===== src/rtl/mrg_pkg.sv =====
package mrg_pkg;
  localparam int MODE_W = 4;
  localparam int STAT_W = 5;

  localparam logic [MODE_W-1:0] M_RESET = 4'd0;
  localparam logic [MODE_W-1:0] M_SAFE  = 4'd2;
  localparam logic [MODE_W-1:0] M_DRUN  = 4'd3;

  localparam int B_TI   = 0;
  localparam int B_RI   = 1;
  localparam int B_DA   = 2;
  localparam int B_TC   = 3;
  localparam int B_SAFE = 4;

  function automatic logic is_run(input logic [MODE_W-1:0] m);
    return m[3:2] == 2'b01;
  endfunction

  function automatic logic move_ok(input logic [MODE_W-1:0] from_m,
                                   input logic [MODE_W-1:0] to_m);
    logic ok;
    if (from_m == M_SAFE)      ok = (to_m == M_DRUN);
    else if (from_m == M_DRUN) ok = is_run(to_m) || (to_m == M_SAFE);
    else if (is_run(from_m))   ok = is_run(to_m) || (to_m == M_DRUN) || (to_m == M_SAFE);
    else                       ok = 1'b0;
    return ok;
  endfunction
endpackage


===== src/rtl/mrg_check.sv =====
module mrg_check
  import mrg_pkg::*;
#(
  parameter int NMODES = 16
)(
  input  logic              req_valid,
  input  logic [MODE_W-1:0] req_mode,
  input  logic [MODE_W-1:0] cur_mode,
  input  logic [NMODES-1:0] mode_enable,
  input  logic              busy,
  output logic [2:0]        viol,
  output logic              accept
);
  always_comb begin
    viol[B_TI] = req_valid && busy;
    viol[B_RI] = req_valid && !move_ok(cur_mode, req_mode);
    viol[B_DA] = req_valid && !mode_enable[req_mode];
    accept     = req_valid && (viol == 3'b000);
  end

  always_comb begin
    if (accept) a_r4_accept_clean: assert (!busy && mode_enable[req_mode]);
  end
endmodule


===== src/rtl/mrg_seq.sv =====
module mrg_seq
  import mrg_pkg::*;
#(
  parameter int CNT_W = 8
)(
  input  logic              clk,
  input  logic              rst_n,
  input  logic              accept,
  input  logic [MODE_W-1:0] req_mode,
  input  logic [CNT_W-1:0]  trans_len,
  output logic              busy,
  output logic [MODE_W-1:0] cur_mode,
  output logic              done,
  output logic [MODE_W-1:0] done_mode
);
  logic              busy_q, busy_d;
  logic [CNT_W-1:0]  cnt_q, cnt_d;
  logic [MODE_W-1:0] tgt_q, tgt_d;
  logic [MODE_W-1:0] cur_q, cur_d;
  logic              en;

  always_comb begin
    busy_d = busy_q;
    cnt_d  = cnt_q;
    tgt_d  = tgt_q;
    cur_d  = cur_q;
    done   = 1'b0;
    if (busy_q) begin
      if (cnt_q == '0) begin
        busy_d = 1'b0;
        cur_d  = tgt_q;
        done   = 1'b1;
      end else begin
        cnt_d = cnt_q - 1'b1;
      end
    end else if (accept) begin
      busy_d = 1'b1;
      cnt_d  = trans_len;
      tgt_d  = req_mode;
    end
    en = busy_q || accept;
  end

  always_ff @(posedge clk or negedge rst_n) begin
    if (!rst_n) begin
      busy_q <= 1'b0;
      cnt_q  <= '0;
      tgt_q  <= M_DRUN;
      cur_q  <= M_DRUN;
    end else if (en) begin
      busy_q <= busy_d;
      cnt_q  <= cnt_d;
      tgt_q  <= tgt_d;
      cur_q  <= cur_d;
    end
  end

  assign busy      = busy_q;
  assign cur_mode  = cur_q;
  assign done_mode = tgt_q;

  a_r5_finish: assert property (@(posedge clk) disable iff (!rst_n)
    (busy_q && cnt_q == '0) |=> (!busy_q && cur_q == $past(tgt_q)));
  a_r5_hold_mode: assert property (@(posedge clk) disable iff (!rst_n)
    (busy_q && cnt_q != '0) |=> (busy_q && $stable(cur_q)));
endmodule


===== src/rtl/mrg_regs.sv =====
module mrg_regs
  import mrg_pkg::*;
#(
  parameter int DATA_W = 16
)(
  input  logic              clk,
  input  logic              rst_n,
  input  logic [STAT_W-1:0] set_bits,
  input  logic              reg_sel,
  input  logic              reg_wr,
  input  logic              priv,
  input  logic [DATA_W-1:0] reg_wdata,
  output logic [DATA_W-1:0] reg_rdata,
  output logic              irq_invalid,
  output logic              irq_done,
  output logic              irq_safe
);
  localparam int PAD_W = DATA_W - STAT_W;

  logic [STAT_W-1:0] stat_q, stat_d, mask_q, mask_d;
  logic              wr_stat, wr_mask, stat_en;

  always_comb begin
    wr_stat = reg_wr && priv && !reg_sel;
    wr_mask = reg_wr && priv &&  reg_sel;
    stat_d  = stat_q;
    if (wr_stat) stat_d = stat_d & ~reg_wdata[STAT_W-1:0];
    stat_d  = stat_d | set_bits;
    stat_en = wr_stat || (set_bits != '0);
    mask_d  = reg_wdata[STAT_W-1:0];
  end

  always_ff @(posedge clk or negedge rst_n) begin
    if (!rst_n) stat_q <= '0;
    else if (stat_en) stat_q <= stat_d;
  end

  always_ff @(posedge clk or negedge rst_n) begin
    if (!rst_n) mask_q <= '0;
    else if (wr_mask) mask_q <= mask_d;
  end

  always_comb begin
    reg_rdata   = {{PAD_W{1'b0}}, (reg_sel ? mask_q : stat_q)};
    irq_invalid = |(stat_q[B_DA:B_TI] & mask_q[B_DA:B_TI]);
    irq_done    = stat_q[B_TC] & mask_q[B_TC];
    irq_safe    = stat_q[B_SAFE] & mask_q[B_SAFE];
  end

  a_r1_ti_sticks: assert property (@(posedge clk) disable iff (!rst_n)
    set_bits[B_TI] |=> stat_q[B_TI]);
  a_r6_no_silent_clear: assert property (@(posedge clk) disable iff (!rst_n)
    !wr_stat |=> ((~stat_q & $past(stat_q)) == '0));
  a_r9_mask_guarded: assert property (@(posedge clk) disable iff (!rst_n)
    (reg_wr && !priv) |=> $stable(mask_q));
endmodule


===== src/rtl/mode_req_guard.sv =====
module mode_req_guard
  import mrg_pkg::*;
#(
  parameter int NMODES = 16,
  parameter int CNT_W  = 8,
  parameter int DATA_W = 16
)(
  input  logic              clk,
  input  logic              rst_n,
  input  logic              req_valid,
  input  logic [3:0]        req_mode,
  input  logic [NMODES-1:0] mode_enable,
  input  logic [CNT_W-1:0]  trans_len,
  input  logic              reg_sel,
  input  logic              reg_wr,
  input  logic              priv,
  input  logic [DATA_W-1:0] reg_wdata,
  output logic [DATA_W-1:0] reg_rdata,
  output logic [3:0]        cur_mode,
  output logic              busy,
  output logic              irq_invalid,
  output logic              irq_done,
  output logic              irq_safe
);
  logic [1:0]        rst_sync;
  logic              rst_i;
  logic [2:0]        viol;
  logic              accept, done;
  logic [MODE_W-1:0] done_mode;
  logic [STAT_W-1:0] set_bits;

  always_ff @(posedge clk or negedge rst_n) begin
    if (!rst_n) rst_sync <= 2'b00;
    else        rst_sync <= {rst_sync[0], 1'b1};
  end
  assign rst_i = rst_sync[1];

  mrg_check #(.NMODES(NMODES)) u_check (
    .req_valid(req_valid), .req_mode(req_mode), .cur_mode(cur_mode),
    .mode_enable(mode_enable), .busy(busy), .viol(viol), .accept(accept)
  );

  mrg_seq #(.CNT_W(CNT_W)) u_seq (
    .clk(clk), .rst_n(rst_i), .accept(accept), .req_mode(req_mode),
    .trans_len(trans_len), .busy(busy), .cur_mode(cur_mode),
    .done(done), .done_mode(done_mode)
  );

  always_comb begin
    set_bits          = '0;
    set_bits[B_DA:B_TI] = viol;
    set_bits[B_TC]    = done;
    set_bits[B_SAFE]  = done && (done_mode == M_SAFE);
  end

  mrg_regs #(.DATA_W(DATA_W)) u_regs (
    .clk(clk), .rst_n(rst_i), .set_bits(set_bits), .reg_sel(reg_sel),
    .reg_wr(reg_wr), .priv(priv), .reg_wdata(reg_wdata), .reg_rdata(reg_rdata),
    .irq_invalid(irq_invalid), .irq_done(irq_done), .irq_safe(irq_safe)
  );

  a_r4_reject_keeps_mode: assert property (@(posedge clk) disable iff (!rst_i)
    (req_valid && !busy && !accept) |=> (!busy && $stable(cur_mode)));
  a_r8_irq_cause: assert property (@(posedge clk) disable iff (!rst_i)
    $rose(irq_invalid) |-> ($past(req_valid) || $past(reg_wr)));
  a_r7_upper_zero: assert property (@(posedge clk) disable iff (!rst_i)
    reg_rdata[DATA_W-1:STAT_W] == '0);
endmodule


===== config.mk =====
export PLATFORM = sky130hd
export DESIGN_NAME = mode_req_guard
export DESIGN_NICKNAME = d
export VERILOG_FILES = /design/src/rtl/mrg_pkg.sv /design/src/rtl/mrg_check.sv /design/src/rtl/mrg_seq.sv /design/src/rtl/mrg_regs.sv /design/src/rtl/mode_req_guard.sv
export SDC_FILE = /design/constraint.sdc
export NUM_CORES = 1
export LEC_CHECK = 0
export BUFFER_PORTS_ARGS = -buffer_cell sky130_fd_sc_hd__buf_2
export CORE_UTILIZATION = 37
export CTS_CLUSTER_DIAMETER = 100
export DETAILED_ROUTE_END_ITERATION = 7
export PLACE_DENSITY_LB_ADDON = 0.05
export SYNTH_ARGS = -nofsm -noshare
export SYNTH_HDL_FRONTEND = slang
export SYNTH_SLANG_ARGS = --single-unit

===== constraint.sdc =====
create_clock -name clk -period 1 [get_ports clk]
set_input_delay 0.2 -clock clk [delete_from_list [all_inputs] [get_ports clk]]
set_output_delay 0.2 -clock clk [all_outputs]
set_load 0.05 [all_outputs]

After elaboration in Yosys (flattened, before gate mapping)
Index checks and enable logic that the tools add are counted.
{"block": "classes", "n_addsub": 1, "multipliers": 0, "div_mod_pow": 0, "magnitude_cmp": 1, "eq_ne": 8, "shifts": 0, "mux": 15, "bitwise_logic": 7, "reduce_logical": 24}
{"cell": "8-bit two-way mux", "count": 3}
{"cell": "4-bit by 2-bit == test with 1-bit output (second input constant)", "count": 5}
{"cell": "5-bit two-way mux", "count": 2}
{"cell": "1-bit two-way mux", "count": 9}
{"cell": "3-bit AND reduction", "count": 3}
{"cell": "1-bit logical AND", "count": 8}
{"cell": "8-bit zero test", "count": 1}
{"cell": "8-bit by 1-bit subtractor with 8-bit output (second input constant)", "count": 1}
{"cell": "5-bit bitwise AND", "count": 1}
{"cell": "1-bit logical OR", "count": 5}
{"cell": "4-bit by 5-bit less-than comparator with 1-bit output (second input constant)", "count": 1}
{"cell": "5-bit NOT", "count": 1}
{"cell": "5-bit OR", "count": 1}
{"cell": "5-bit nonzero test", "count": 1}
{"cell": "1-bit binary-select mux with 4-bit select", "count": 1}
{"cell": "2-bit by 1-bit == test with 1-bit output (second input constant)", "count": 2}
{"cell": "3-bit bitwise AND", "count": 1}
{"cell": "1-bit zero test", "count": 3}
{"cell": "3-bit zero test", "count": 1}
{"cell": "3-bit OR reduction", "count": 1}
{"cell": "1-bit bitwise AND", "count": 2}
{"cell": "2-bit inequality test (second input constant)", "count": 1}
{"cell": "2-bit nonzero test", "count": 1}
{"cell": "1-bit NOT", "count": 1}
{"block": "word_totals", "ff_bits": 29, "latch_bits": 0, "ram_bits": 0, "mem_bits_ro": 0, "wordCells": 63, "mem_count": 0}

Logic depth before layout (Yosys ltp)
{"block": "depth", "depth_word": 12, "ltp_mapped": 7, "mapped_depth_nobuf": 7}

By module
From an unflattened synthesis, not the netlist that was laid out.
{"block": "hier_totals", "cells_unflattened": 173, "area_unflattened_um2": 1800.5}
{"mod": "mrg_seq", "n_inst": 1, "cells_each": 90, "area_per_inst_um2": 917.1}
{"mod": "mrg_regs", "n_inst": 1, "cells_each": 54, "area_per_inst_um2": 583.1}
{"mod": "mrg_check", "n_inst": 1, "cells_each": 24, "area_per_inst_um2": 229.0}
{"mod": "mode_req_guard", "n_inst": 1, "cells_each": 5, "area_per_inst_um2": 71.3}

Worst setup path after synthesis
OpenSTA, ideal clock, no wires.
{"block": "synth_path", "path_kind": "input port to flip-flop", "from": "input req_mode[1]", "to": "register u_seq.cnt_q[1]", "setup_time_ns": 0.128, "t_arrival_ns": 1.950, "t_required_ns": 0.872, "path_slack_ns": -1.077, "cell_stages": 7, "cell_sequence": "buf_6 -> mux4_2 -> mux2_2 -> o2111ai_1 -> buf_6 -> mux2_1 -> mux2_1"}
{"block": "synth_via", "elab_chain_cells": 12}
{"item": "from (decl)", "line_no": "mode_req_guard.sv:11", "rtl": "input logic [3:0] req_mode,"}
{"item": "4-bit by 2-bit == test with 1-bit output", "line_no": "mrg_pkg.sv:22, mrg_pkg.sv:24"}
{"item": "1-bit logical OR (2 in a row)", "line_no": "mrg_pkg.sv:24", "rtl": "else if (is_run(from_m)) ok = is_run(to_m) || (to_m == M_DRUN) || (to_m == M_SAFE);"}
{"item": "1-bit two-way mux", "line_no": "mrg_pkg.sv:24"}
{"item": "1-bit two-way mux", "line_no": "mrg_pkg.sv:23", "rtl": "else if (from_m == M_DRUN) ok = is_run(to_m) || (to_m == M_SAFE);"}
{"item": "1-bit two-way mux", "line_no": "mrg_pkg.sv:22", "rtl": "if (from_m == M_SAFE) ok = (to_m == M_DRUN);"}
{"item": "1-bit zero test", "line_no": "mrg_check.sv:16", "rtl": "viol[B_RI] = req_valid && !move_ok(cur_mode, req_mode);"}
{"item": "1-bit logical AND", "line_no": "mrg_check.sv:16"}
{"item": "3-bit zero test *", "line_no": "mrg_check.sv:18", "rtl": "accept = req_valid && (viol == 3'b000);"}
{"item": "1-bit logical AND *", "line_no": "mrg_check.sv:18"}
{"item": "2-bit nonzero test (no line) / 1-bit logical OR (equally long branches)"}
{"item": "3-bit AND reduction (no line) *"}
{"item": "to (signal assigned)", "line_no": "mrg_seq.sv:52", "rtl": "cnt_q <= cnt_d;"}
{"item": "to (decl)", "line_no": "mrg_seq.sv:17", "rtl": "logic [CNT_W-1:0] cnt_q, cnt_d;"}
Mark *: on every way between the ends. The rest lies on a longest branch, timed or not. The select of a mux whose other input is x is not followed.
A chain may end at the register's enable or synchronous reset.

Worst setup path after layout
{"block": "layout_path", "from": "register u_seq.cur_q[1] (netlist: u_seq.cur_mode[1])", "to": "register u_seq.tgt_q[2] (netlist: u_seq.done_mode[2])"}
{"block": "layout_via", "elab_chain_cells": 9}
{"item": "from (decl)", "line_no": "mrg_seq.sv:19", "rtl": "logic [MODE_W-1:0] cur_q, cur_d;"}
{"item": "from (signal assigned)", "line_no": "mrg_seq.sv:54", "rtl": "cur_q <= cur_d;"}
{"item": "4-bit by 2-bit == test with 1-bit output", "line_no": "mrg_pkg.sv:23"}
{"item": "1-bit two-way mux", "line_no": "mrg_pkg.sv:23"}
{"item": "1-bit two-way mux *", "line_no": "mrg_pkg.sv:22"}
{"item": "1-bit zero test *", "line_no": "mrg_check.sv:16"}
{"item": "1-bit logical AND *", "line_no": "mrg_check.sv:16"}
{"item": "3-bit zero test *", "line_no": "mrg_check.sv:18"}
{"item": "1-bit logical AND *", "line_no": "mrg_check.sv:18"}
{"item": "1-bit logical OR", "line_no": "mrg_seq.sv:41", "rtl": "en = busy_q || accept;"}
{"item": "3-bit AND reduction (no line) *"}
{"item": "to (signal assigned)", "line_no": "mrg_seq.sv:53", "rtl": "tgt_q <= tgt_d;"}
{"item": "to (decl)", "line_no": "mrg_seq.sv:18", "rtl": "logic [MODE_W-1:0] tgt_q, tgt_d;"}
Mark *: on every way between the ends. The rest lies on a longest branch, timed or not.

==> metrics.txt <==
GRT Total Usage between 15 and 20%; chip width 69.6 um; Clk pin slew, worst setup/hold paths 70 ps; Non-Filler Cell Area, Final approximately 2800 um^2; Filler Cell Count 364; leakage approximately 1.4 nW; Setup CP Type reg2reg; Core Footprint roughly 4400 um^2; CTS sink cnt 29; Cell variety after synth 35; Synth top area share between 30% and 40%; CTS tree built; chip height slightly below 70 um; leading area contributor after synthesis dfrtp_1; final hold violation count 0; CP Data Required Time between 1000 and 1500 ps; final antenna-violating net count 0; clock power share roughly a quarter; Via Count between 1500 and 2000; max-cap viol count 0; Detail Placement HPWL 3310 um; final max-slew violation count 0; pre-CTS setup slack -1020 ps; r2r setup slk -760 ps; sequential element share of the synthesized area 43.2%; Ports between 70 and 80; first-pass iteration count of the detailed router 4; Cells after Synth between 100 and 150; Comb power frac slightly below 40%; Inserted Diodes 0; vias in the first global route approximately 1700; worst hold path type in2reg; #FFs+latches synth 29; layout cells sized above 1 a little under two thirds; Max FO, Critical Path 4; setup ws final -756 ps; synthesized area ~1700 um^2; Layout area overhead 65.9%; Final Skew a little under 10 ps; post-route minimum period around 1800 ps; clk_lat worst skew a little under 300 ps; f_max about 0.57 GHz; initial DRC count 36; Switching Fraction between 30% and 40%; Final Wtd Congestion around 0.8; die area between 4000 and 5000 um^2; Cell Pwr Density 1410 nW/um^2; Avg Cell Area, Syn around 11 um^2; Tcrit/Tclk final 176%; top cells by area, synth dfrtp_1 (37%), mux2_2 (11%), mux2i_1 (7.7%), dfstp_2 (6.2%), mux4_2 (5.3%); remaining global-route overflow 0; cell count after placement a little under 300; number of synthesized flops with an enable pin 0; status complete, but fails checks; number of port buffers 51; Cell Area, Placed 2380 um^2; Tot Pwr between 3 and 4 mW; unrepaired setup endpoints after global routing yes; Final Non-Filler Cells around 320; Final Util roughly 64%; type of origin of the critical path flop; final hold slack approximately 170 ps; Sw Pwr 1.26 mW; Setup TNS -16110 ps; Synth Warn # 0; root buffer selected by CTS clkbuf_8; row count 24; largest net degree at the start of global routing 15; # setup viols final 36; Residual DRC 0; fin nets 320; first-pass GRT wire length approximately 7500 um; Worst VDD drop between 0.0006 and 0.0007 V; CTS max path bufs 2; sequential share of power roughly 36%; Async SR Flop Fraction 100%; most frequent cells after synthesis dfrtp_1 (25), mux2_2 (16), nand2_1 (14); failing checks negative setup slack; initial antenna violation count 0; vias per inst around 4.7; final WL roughly 4400 um; Routed WL per cell approximately 14 um; Most used DFF post-synth dfrtp_1; TritonCTS Buffers 5; Initial Util approximately 39%; Int Pwr about 2.7 mW; Arrival @ worst endpoint about 1900 ps; H-tree depth 2; count leader, synth dfrtp_1; critical path capture point type flop
## kinds of logic after synthesis
logic type / after synthesis / synth area share, %
XOR/XNOR: 4 / 2.07
adder cells (fa/ha/maj): 2 / 1.48
buffers and inverters: 18 / 7.32
flip-flops: 29 / 43.2
other: 2 / 0.444
multiplexers: 38 / 27.6
AND/OR/NAND/NOR: 40 / 11.8
AO/OA/AOI/OAI: 16 / 6.06
## layer usage
metal | GRT usage, % | wire length (um) | share of wire (%) | vias to the layer above
met2 | 35.3 | 2290 | 52 | 41
li1 | - | - | - | 745
met1 | 23.0 | 1860 | 42 | 714
met4 | 8.00 | 67 | 1.5 | 0
met3 | 4.22 | 163 | 3.7 | 7
met5 | 0 | 0 | 0 | -
## timing repair
| action | in CTS | in global routing |
|---|---|---|
| pin swaps | 5 | 4 |
| gates cloned | 0 | 0 |
| hold buffers | 1 | 0 |
| setup buffers | 9 | 6 |
| gates resized for setup | 50 | 15 |
| setup endpoints to repair | 34 | 34 |
| hold endpoints to repair | 2 | 0 |
## path summary, 6_finish.rpt
| path | from | endpoint | depth (start not counted) |
|---|---|---|---|
| max in group asynchronous | rst_sync[1]$_DFF_PN0_ | u_seq.done_mode[0]$_DFFE_PN1P_ | 1 |
| worst max register to register | u_seq.cur_mode[1]$_DFFE_PN1P_ | u_seq.done_mode[2]$_DFFE_PN0P_ | 6 |
| min in group asynchronous | rst_sync[1]$_DFF_PN0_ | u_seq.cnt_q[2]$_DFFE_PN0P_ | 1 |
| worst max-delay path | u_seq.cur_mode[1]$_DFFE_PN1P_ | u_seq.done_mode[2]$_DFFE_PN0P_ | 6 |
| worst min register to register | rst_sync[1]$_DFF_PN0_ | u_seq.cnt_q[2]$_DFFE_PN0P_ | 1 |
| worst min-delay path | reg_wdata[4] | u_regs.mask_q[4]$_DFFE_PN0P_ | 2 |
## sequential cells by signal, summed over array words and instances, names as in the netlist
signal	flops
u_seq.cur_mode	4
u_seq.busy	1
u_seq.done_mode	4
u_regs.stat_q	5
u_seq.cnt_q	8
rst_sync	2
u_regs.mask_q	5
## power groups by stage
stage                     logic (mW)  clock network (mW)  registers, mW
final                           1.53                1.00           1.42
after global routing            1.65                1.06           1.43
after CTS                       1.46                1.02           1.42
after detailed placement        1.27                   0           1.43
after global placement          1.23                   0           1.42
after floorplan                0.782                   0           1.46
## layout by cell type, fill, tap and decap left out, types with 3 or more instances in the layout
cell type / instances
a21oi_1: 6
a22o_1: 3
buf_2: 37
buf_4: 54
buf_6: 16
buf_8: 8
clkbuf_8: 6
conb_1: 12
dfrtp_1: 23
dfstp_2: 4
inv_2: 4
mux2_2: 8
mux2_4: 13
mux2i_1: 13
mux4_2: 4
nand2_1: 13
nor2_1: 8
nor3_1: 3
o21ai_2: 3
## cell type report
cell class / count / area [um^2] / area share, %
well taps: 52 / 65.1 / 2.32
clock buffers: 8 / 90.1 / 3.21
multi-input cells: 112 / 1000 / 35.8
inverters: 4 / 15.0 / 0.535
repair buffers: 116 / 901 / 32.1
flip-flops and latches: 29 / 733 / 26.1
## worst max-delay path, stage by stage (launching register included)
cell	delay, ps
dfstp_2	530
nor2_2	50
nor4_4	240
o2111ai_2	190
buf_6	180
nor2_4	140
mux2_4	310
Note: power is estimated with default switching activity, not from simulation.
